===== config.mk =====
export PLATFORM = sky130hd
export DESIGN_NAME = indirect_window
export DESIGN_NICKNAME = d
export VERILOG_FILES = /design/src/rtl/iw_pkg.sv /design/src/rtl/iw_ptr_bank.sv /design/src/rtl/iw_xfer_fsm.sv /design/src/rtl/indirect_window.sv
export SDC_FILE = /design/constraint.sdc
export NUM_CORES = 1
export LEC_CHECK = 0
export BUFFER_PORTS_ARGS = -buffer_cell sky130_fd_sc_hd__buf_2
export CORE_UTILIZATION = 40
export DETAILED_ROUTE_END_ITERATION = 10
export GPL_ROUTABILITY_DRIVEN = 0
export GPL_TIMING_DRIVEN = 0
export PLACE_DENSITY = 0.66
export SLEW_MARGIN = 10
export SYNTH_ARGS = -nofsm -noshare
export SYNTH_HDL_FRONTEND = slang
export SYNTH_SLANG_ARGS = --single-unit

===== constraint.sdc =====
create_clock -name clk -period 3.7 [get_ports clk]
set_clock_uncertainty 0.2 [all_clocks]
set_input_delay 0.74 -clock clk [delete_from_list [all_inputs] [get_ports clk]]
set_output_delay 0.74 -clock clk [all_outputs]
set_load 0.03 [all_outputs]

===== src/rtl/iw_pkg.sv =====
package iw_pkg;

    localparam int WORD_W       = 32;
    localparam int BE_W         = WORD_W / 8;
    localparam int WIN_ADDR_W   = 32;
    localparam int SEL_W        = 3;
    localparam int PER_OFFS_W   = 16;
    localparam int PER_SIZE_W   = 2;
    localparam int PER_SIZE_LSB = 24;
    localparam int PTR_STEP     = BE_W;
    localparam int N_MEM_PTR    = 2;

    typedef enum logic [SEL_W-1:0] {
        SEL_MEM_RPTR  = 3'd0,
        SEL_MEM_WPTR  = 3'd1,
        SEL_MEM_WPORT = 3'd2,
        SEL_MEM_RPORT = 3'd3,
        SEL_PER_RADDR = 3'd4,
        SEL_PER_WADDR = 3'd5,
        SEL_PER_WPORT = 3'd6,
        SEL_PER_RPORT = 3'd7
    } win_sel_e;

    typedef enum logic [1:0] {
        ST_IDLE = 2'd0,
        ST_WAIT = 2'd1,
        ST_RESP = 2'd2
    } xfer_st_e;

    typedef struct packed {
        logic [PER_SIZE_W-1:0] size;
        logic [PER_OFFS_W-1:0] offs;
    } per_addr_t;

    typedef struct packed {
        logic                  space;
        logic                  we;
        logic [WIN_ADDR_W-1:0] addr;
        logic [BE_W-1:0]       be;
        logic [WORD_W-1:0]     wdata;
    } int_cmd_t;

    // select bit 1 marks a data port, bit 2 the peripheral space
    function automatic logic sel_is_port(input win_sel_e s);
        return s[1];
    endfunction

    function automatic logic sel_space(input win_sel_e s);
        return s[2];
    endfunction

    // a port is usable only in its own direction: bit 0 clear = write port
    function automatic logic sel_dir_ok(input win_sel_e s, input logic wr);
        return (s[0] == 1'b0) ? wr : !wr;
    endfunction

    function automatic logic [BE_W-1:0] size_be(input logic [PER_SIZE_W-1:0] sz);
        logic [BE_W-1:0] be;
        for (int i = 0; i < BE_W; i++) be[i] = (i <= int'(sz));
        return be;
    endfunction

    function automatic logic [WORD_W-1:0] keep_bytes(input logic [WORD_W-1:0] d,
                                                     input logic [BE_W-1:0] be);
        logic [WORD_W-1:0] r;
        for (int i = 0; i < BE_W; i++) r[8*i +: 8] = be[i] ? d[8*i +: 8] : 8'h00;
        return r;
    endfunction

    function automatic logic [WORD_W-1:0] per_view(input per_addr_t a);
        logic [WORD_W-1:0] r;
        r = '0;
        r[PER_OFFS_W-1:0] = a.offs;
        r[PER_SIZE_LSB +: PER_SIZE_W] = a.size;
        return r;
    endfunction

endpackage


===== src/rtl/iw_ptr_bank.sv =====
module iw_ptr_bank
    import iw_pkg::*;
(
    input  logic                  clk,
    input  logic                  rst,
    input  logic                  cfg_we,
    input  win_sel_e              cfg_sel,
    input  logic [WORD_W-1:0]     cfg_wdata,
    input  logic                  bump_rd,
    input  logic                  bump_wr,
    output logic [WIN_ADDR_W-1:0] mem_rptr,
    output logic [WIN_ADDR_W-1:0] mem_wptr,
    output per_addr_t             per_raddr,
    output per_addr_t             per_waddr
);

    logic [WIN_ADDR_W-1:0] mptr [N_MEM_PTR];
    per_addr_t             preg [N_MEM_PTR];

    // index 0 serves reads, index 1 serves writes
    for (genvar g = 0; g < N_MEM_PTR; g++) begin : g_ptr
        localparam win_sel_e MEM_SEL = (g == 0) ? SEL_MEM_RPTR  : SEL_MEM_WPTR;
        localparam win_sel_e PER_SEL = (g == 0) ? SEL_PER_RADDR : SEL_PER_WADDR;
        logic bump;
        assign bump = (g == 0) ? bump_rd : bump_wr;

        always_ff @(posedge clk) begin
            if (rst) begin
                mptr[g] <= '0;
            end else if (cfg_we && cfg_sel == MEM_SEL) begin
                mptr[g] <= cfg_wdata[WIN_ADDR_W-1:0];
            end else if (bump) begin
                mptr[g] <= mptr[g] + WIN_ADDR_W'(PTR_STEP);
            end
        end

        always_ff @(posedge clk) begin
            if (rst) begin
                preg[g] <= '0;
            end else if (cfg_we && cfg_sel == PER_SEL) begin
                preg[g].offs <= cfg_wdata[PER_OFFS_W-1:0];
                preg[g].size <= cfg_wdata[PER_SIZE_LSB +: PER_SIZE_W];
            end
        end
    end

    assign mem_rptr  = mptr[0];
    assign mem_wptr  = mptr[1];
    assign per_raddr = preg[0];
    assign per_waddr = preg[1];

    // the two pointers never step in the same cycle
    assert_one_bump_R4: assert property (@(posedge clk) disable iff (rst)
        !(bump_rd && bump_wr));

endmodule


===== src/rtl/iw_xfer_fsm.sv =====
module iw_xfer_fsm
    import iw_pkg::*;
(
    input  logic                  clk,
    input  logic                  rst,
    input  logic                  host_valid,
    input  logic                  host_write,
    input  win_sel_e              host_sel,
    input  logic [WORD_W-1:0]     host_wdata,
    input  logic [WORD_W-1:0]     reg_view,
    input  logic [WIN_ADDR_W-1:0] mem_rptr,
    input  logic [WIN_ADDR_W-1:0] mem_wptr,
    input  per_addr_t             per_raddr,
    input  per_addr_t             per_waddr,
    output logic                  cfg_we,
    output logic                  bump_rd,
    output logic                  bump_wr,
    output logic                  host_ready,
    output logic [WORD_W-1:0]     host_rdata,
    output logic                  int_req,
    output int_cmd_t              int_cmd,
    input  logic                  int_ack,
    input  logic [WORD_W-1:0]     int_rdata
);

    xfer_st_e          st;
    int_cmd_t          cmd_q;
    int_cmd_t          cmd_d;
    logic              req_q;
    logic [WORD_W-1:0] rdata_q;
    logic              is_port;
    logic              go_xfer;
    per_addr_t         per_sel;

    assign is_port = sel_is_port(host_sel);
    assign go_xfer = is_port && sel_dir_ok(host_sel, host_write);
    assign per_sel = host_write ? per_waddr : per_raddr;

    always_comb begin
        cmd_d       = '0;
        cmd_d.space = sel_space(host_sel);
        cmd_d.we    = host_write;
        cmd_d.wdata = host_wdata;
        if (cmd_d.space) begin
            cmd_d.addr = WIN_ADDR_W'(per_sel.offs);
            cmd_d.be   = size_be(per_sel.size);
        end else begin
            cmd_d.addr = host_write ? mem_wptr : mem_rptr;
            cmd_d.be   = '1;
        end
    end

    assign cfg_we  = (st == ST_IDLE) && host_valid && host_write && !is_port;
    assign bump_rd = (st == ST_WAIT) && int_ack && !cmd_q.space && !cmd_q.we;
    assign bump_wr = (st == ST_WAIT) && int_ack && !cmd_q.space && cmd_q.we;

    always_ff @(posedge clk) begin
        if (rst) begin
            st      <= ST_IDLE;
            cmd_q   <= '0;
            req_q   <= 1'b0;
            rdata_q <= '0;
        end else begin
            case (st)
                ST_IDLE: begin
                    if (host_valid) begin
                        if (go_xfer) begin
                            cmd_q <= cmd_d;
                            req_q <= 1'b1;
                            st    <= ST_WAIT;
                        end else begin
                            rdata_q <= (host_write || is_port) ? '0 : reg_view;
                            st      <= ST_RESP;
                        end
                    end
                end
                ST_WAIT: begin
                    req_q <= 1'b0;
                    if (int_ack) begin
                        if (cmd_q.we)         rdata_q <= '0;
                        else if (cmd_q.space) rdata_q <= keep_bytes(int_rdata, cmd_q.be);
                        else                  rdata_q <= int_rdata;
                        st <= ST_RESP;
                    end
                end
                ST_RESP: st <= ST_IDLE;
                default: st <= ST_IDLE;
            endcase
        end
    end

    assign host_ready = (st == ST_RESP);
    assign host_rdata = rdata_q;
    assign int_req    = req_q;
    assign int_cmd    = cmd_q;

    assert_req_pulse_R6: assert property (@(posedge clk) disable iff (rst)
        int_req |=> !int_req);
    assert_ready_pulse_R6: assert property (@(posedge clk) disable iff (rst)
        host_ready |=> !host_ready);
    assert_no_req_while_ready_R6: assert property (@(posedge clk) disable iff (rst)
        host_ready |-> !int_req);
    assert_cmd_held_R6: assert property (@(posedge clk) disable iff (rst)
        (st == ST_WAIT && !int_ack) |=> $stable(int_cmd));
    assert_mem_be_R12: assert property (@(posedge clk) disable iff (rst)
        (int_req && !int_cmd.space) |-> (int_cmd.be == '1));
    assert_per_addr_R12: assert property (@(posedge clk) disable iff (rst)
        (int_req && int_cmd.space) |-> (int_cmd.addr[WIN_ADDR_W-1:PER_OFFS_W] == '0 && int_cmd.be[0]));

endmodule


===== src/rtl/indirect_window.sv =====
module indirect_window
    import iw_pkg::*;
(
    input  logic                  clk,
    input  logic                  rst,
    input  logic                  host_valid,
    input  logic                  host_write,
    input  logic [SEL_W-1:0]      host_sel,
    input  logic [WORD_W-1:0]     host_wdata,
    output logic                  host_ready,
    output logic [WORD_W-1:0]     host_rdata,
    output logic                  int_req,
    output logic                  int_space,
    output logic                  int_we,
    output logic [WIN_ADDR_W-1:0] int_addr,
    output logic [BE_W-1:0]       int_be,
    output logic [WORD_W-1:0]     int_wdata,
    input  logic                  int_ack,
    input  logic [WORD_W-1:0]     int_rdata
);

    win_sel_e              sel;
    logic                  cfg_we;
    logic                  bump_rd;
    logic                  bump_wr;
    logic [WIN_ADDR_W-1:0] mem_rptr;
    logic [WIN_ADDR_W-1:0] mem_wptr;
    per_addr_t             per_raddr;
    per_addr_t             per_waddr;
    logic [WORD_W-1:0]     reg_view;
    int_cmd_t              cmd;

    assign sel = win_sel_e'(host_sel);

    always_comb begin
        case (sel)
            SEL_MEM_RPTR:  reg_view = WORD_W'(mem_rptr);
            SEL_MEM_WPTR:  reg_view = WORD_W'(mem_wptr);
            SEL_PER_RADDR: reg_view = per_view(per_raddr);
            SEL_PER_WADDR: reg_view = per_view(per_waddr);
            default:       reg_view = '0;
        endcase
    end

    iw_ptr_bank u_ptr (
        .clk       (clk),
        .rst       (rst),
        .cfg_we    (cfg_we),
        .cfg_sel   (sel),
        .cfg_wdata (host_wdata),
        .bump_rd   (bump_rd),
        .bump_wr   (bump_wr),
        .mem_rptr  (mem_rptr),
        .mem_wptr  (mem_wptr),
        .per_raddr (per_raddr),
        .per_waddr (per_waddr)
    );

    iw_xfer_fsm u_fsm (
        .clk        (clk),
        .rst        (rst),
        .host_valid (host_valid),
        .host_write (host_write),
        .host_sel   (sel),
        .host_wdata (host_wdata),
        .reg_view   (reg_view),
        .mem_rptr   (mem_rptr),
        .mem_wptr   (mem_wptr),
        .per_raddr  (per_raddr),
        .per_waddr  (per_waddr),
        .cfg_we     (cfg_we),
        .bump_rd    (bump_rd),
        .bump_wr    (bump_wr),
        .host_ready (host_ready),
        .host_rdata (host_rdata),
        .int_req    (int_req),
        .int_cmd    (cmd),
        .int_ack    (int_ack),
        .int_rdata  (int_rdata)
    );

    assign int_space = cmd.space;
    assign int_we    = cmd.we;
    assign int_addr  = cmd.addr;
    assign int_be    = cmd.be;
    assign int_wdata = cmd.wdata;

    assert_rd_step_R3: assert property (@(posedge clk) disable iff (rst)
        (int_ack && !int_space && !int_we) |=> (mem_rptr == $past(mem_rptr) + WIN_ADDR_W'(PTR_STEP)));
    assert_wr_step_R2: assert property (@(posedge clk) disable iff (rst)
        (int_ack && !int_space && int_we) |=> (mem_wptr == $past(mem_wptr) + WIN_ADDR_W'(PTR_STEP)));
    assert_wr_indep_R4: assert property (@(posedge clk) disable iff (rst)
        (int_ack && !int_space && !int_we) |=> $stable(mem_wptr));
    assert_rd_indep_R4: assert property (@(posedge clk) disable iff (rst)
        (int_ack && !int_space && int_we) |=> $stable(mem_rptr));
    assert_per_fixed_R10: assert property (@(posedge clk) disable iff (rst)
        (int_ack && int_space) |=> ($stable(per_raddr) && $stable(per_waddr)));
    assert_reset_idle_R1: assert property (@(posedge clk)
        $past(rst) |-> (!int_req && !host_ready && mem_rptr == '0 && mem_wptr == '0));

endmodule


==> summary.md <==
| Metric | Value |
|---|---|
| IO Port Bufs | 172 |
| Top cells by count, synth | nand2_1, dfxtp_1, edfxtp_1 |
| DRT Pass-1 Iters | 7 |
| Die ar. | 0.0267 mm2 |
| Pwr Total | 6.06 mW |
| CTS buffer count | 24 |
| Global-route wire length before repair | 49,600 um |
| Setup_tns | 0 ns |
| Critical path arrival | 2.88 ns |
| Share of cells above drive strength 1 | 26.1% |
| Final Hold Fails | 0 |
| Required @ worst endpoint | 3.65 ns |
| Post-route ant nets | 0 |
| Num ports | 176 |
| Post-synthesis cell area | 0.0104 mm2 |
| Synth Area in Simple Gates | 20.4% |
| CTS tree | done |
| XOR/XNOR Fraction of Synth Area | 4.78% |
| Total GRT Usage | 24.4% |
| Total number of vias | 8,914 |
| Largest net degree at the start of global routing | 31 |
| Core Area | 0.0254 mm2 |
| Largest fanout on the critical path | 18 |
| Compound-Gate Fraction of Synth Area | 12.7% |
| Starting Density | 41.0% |
| Vias/cell | 5.68 |
| Maximum VDD drop | 0.357 mV |
| WHS | 0.250 ns |
| RSZ-0062 raised after global routing | no |
| Syn-to-layout area delta | 21.5% |
| Skew-Pair Late Insertion Delay | 0.53 ns |
| Ant. Diodes | 0 |
| # resized after CTS | 0 |
| Status | finished, final reports clean |
| Number of global-route vias before repair | 8,368 |
| Most frequent cell after synthesis | nand2_1 |
| Htree depth | 1 |
| Mux contribution to synthesized area | 9.07% |
| Die H | 163 um |
| Yosys cell types | 58 |
| Worst Hold Path Cells | 2 |
| Setup crit start kind | primary input |
| Post-synth top area cell | edfxtp_1 |
| CTS Sinks | 205 |
| Postcts setup bufs | 0 |
| Yosys top cell area share | 28.8% |
| Rel. slew slack | 37.7% |
| Final min period | 2.93 ns |
| Largest family of logic cells by synthesized area | simple AND/OR/NAND/NOR gates |
| Post-synth EDFFs | 100 |
| Pwr dens | 478 mW/mm2 |
| CTS root buffer | clkbuf_16 |
| CTS Hold Bufs | 0 |
| Hpwl dp | 24,400 um |
| GRT overflow | 0 |
| Ys flop type | dfxtp_1 |
| Ys async rst share | 0% |
| 1st-iter DRT viols | 876 |
| Nets@finish | 1,295 |
| Slew Viols, Final | 0 |
| Yosys reg bits | 205 |
| Chip width | 163 um |
| Worst setup EP type | flip-flop |
| Yosys warning total | 0 |
| Worst min path class | reg -> reg |
| R2R depth | 6 |
| Row count | 58 |
| Setup CP Type | in -> reg |
| Final Routed Wirelength | 32,700 um |
| DR DRC count | 0 |
| Mean post-synth cell area | 10.2 um2 |
| F_max | 341 MHz |
| Post-synth net total | 1,096 |
| Seq/Total Area, Yosys | 49.0% |
| Leak pwr | 4.91 nW |
| Initial antenna violation count | 0 |
| Post-DR wirelength/cell | 20.9 um |
| Clock Pin Slew Worst Setup and Hold Paths | 0.06 ns |
| Adder-cell share of the synthesized area | 0.240% |
| Max Cap Viol | 0 |
| Final period util | 79.2% |
| Slew @ Worst Pin | 0.935 ns |
| Clk buf depth | 3 |
| Post-Synthesis Cells | 1,022 |
| # setup viols final | 0 |
| Top cells by area, synth | edfxtp_1, dfxtp_1, mux4_2 |
## where the power goes
part           switching [mW]  leakage [nW]  internal, mW
sequential              0.102          1.90          2.50
combinational           0.489          2.55         0.262
clock                    1.00         0.455          1.71
total                    1.60          4.91          4.46
## worst max-delay path: stages
cell	delay [ns]
buf_2	0.18
clkbuf_1	0.58
clkbuf_1	0.56
a41o_1	0.80
## stage by stage
stage	utilization (%)	instances	worst slack [ns]	area [um2]
floorplan	-	1022	0.596	10400
detailed placement	46.2	1525	0.235	11700
finish	49.9	1568	0.771	12700
global route	49.9	1568	0.647	12700
CTS	49.9	1568	0.788	12700
global placement	46.1	1524	-0.529	11700
## worst paths after layout
| check | start | endpoint | slack (ns) |
|---|---|---|---|
| worst max-delay path | rst | u_ptr.preg[1][13] | 0.77 |
| worst min-delay path | u_fsm.int_cmd[25] | u_fsm.int_cmd[25] | 0.25 |
| worst min register to register | u_fsm.int_cmd[25] | u_fsm.int_cmd[25] | 0.25 |
| worst max register to register | u_ptr.mptr[1][2] | u_ptr.mptr[1][28] | 0.96 |
## routing by layer
metal  up-vias  track usage (%)  share of wire [%]
met2       417             38.1                 45
met5         -                0                  0
met3        81             3.02                7.8
li1       4127                -                  -
met1      4289             34.5                 44
met4         0             9.39                3.4
## flip-flops by register name, summed over array words and instances (netlist names)
| register | count |
|---|---|
| u_ptr.mptr | 64 |
| u_fsm.st | 2 |
| u_fsm.int_cmd | 70 |
| u_fsm.host_rdata | 32 |
| u_fsm.int_req | 1 |
| u_ptr.preg | 36 |
## kinds of logic after synthesis
group / after synthesis
AO/OA/AOI/OAI: 205
XOR/XNOR: 56
adder cells (fa/ha/maj): 2
flip-flops: 205
AND/OR/NAND/NOR: 418
multiplexers: 52
buffers and inverters: 84
## final cells by class
cell class	instances	area (um2)
fill	2348	12700
sequential	205	5100
multi-input combinational	733	4920
timing repair buffer	173	888
clock buffer	35	832
tap	330	413
buffer	74	373
clock inverter	8	100
inverter	10	37.5
## placed cells by master, fill, tap and decap left out, types with 32 or more instances in the layout
cell,count
buf_2,201
nand2_1,153
dfxtp_1,105
o21ai_0,36
mux4_2,34
edfxtp_1,100
and2_1,44
clkbuf_16,32
nor2_1,86
a21oi_1,74
nor3_1,43
No activity file was read; power rests on OpenSTA's default activity.
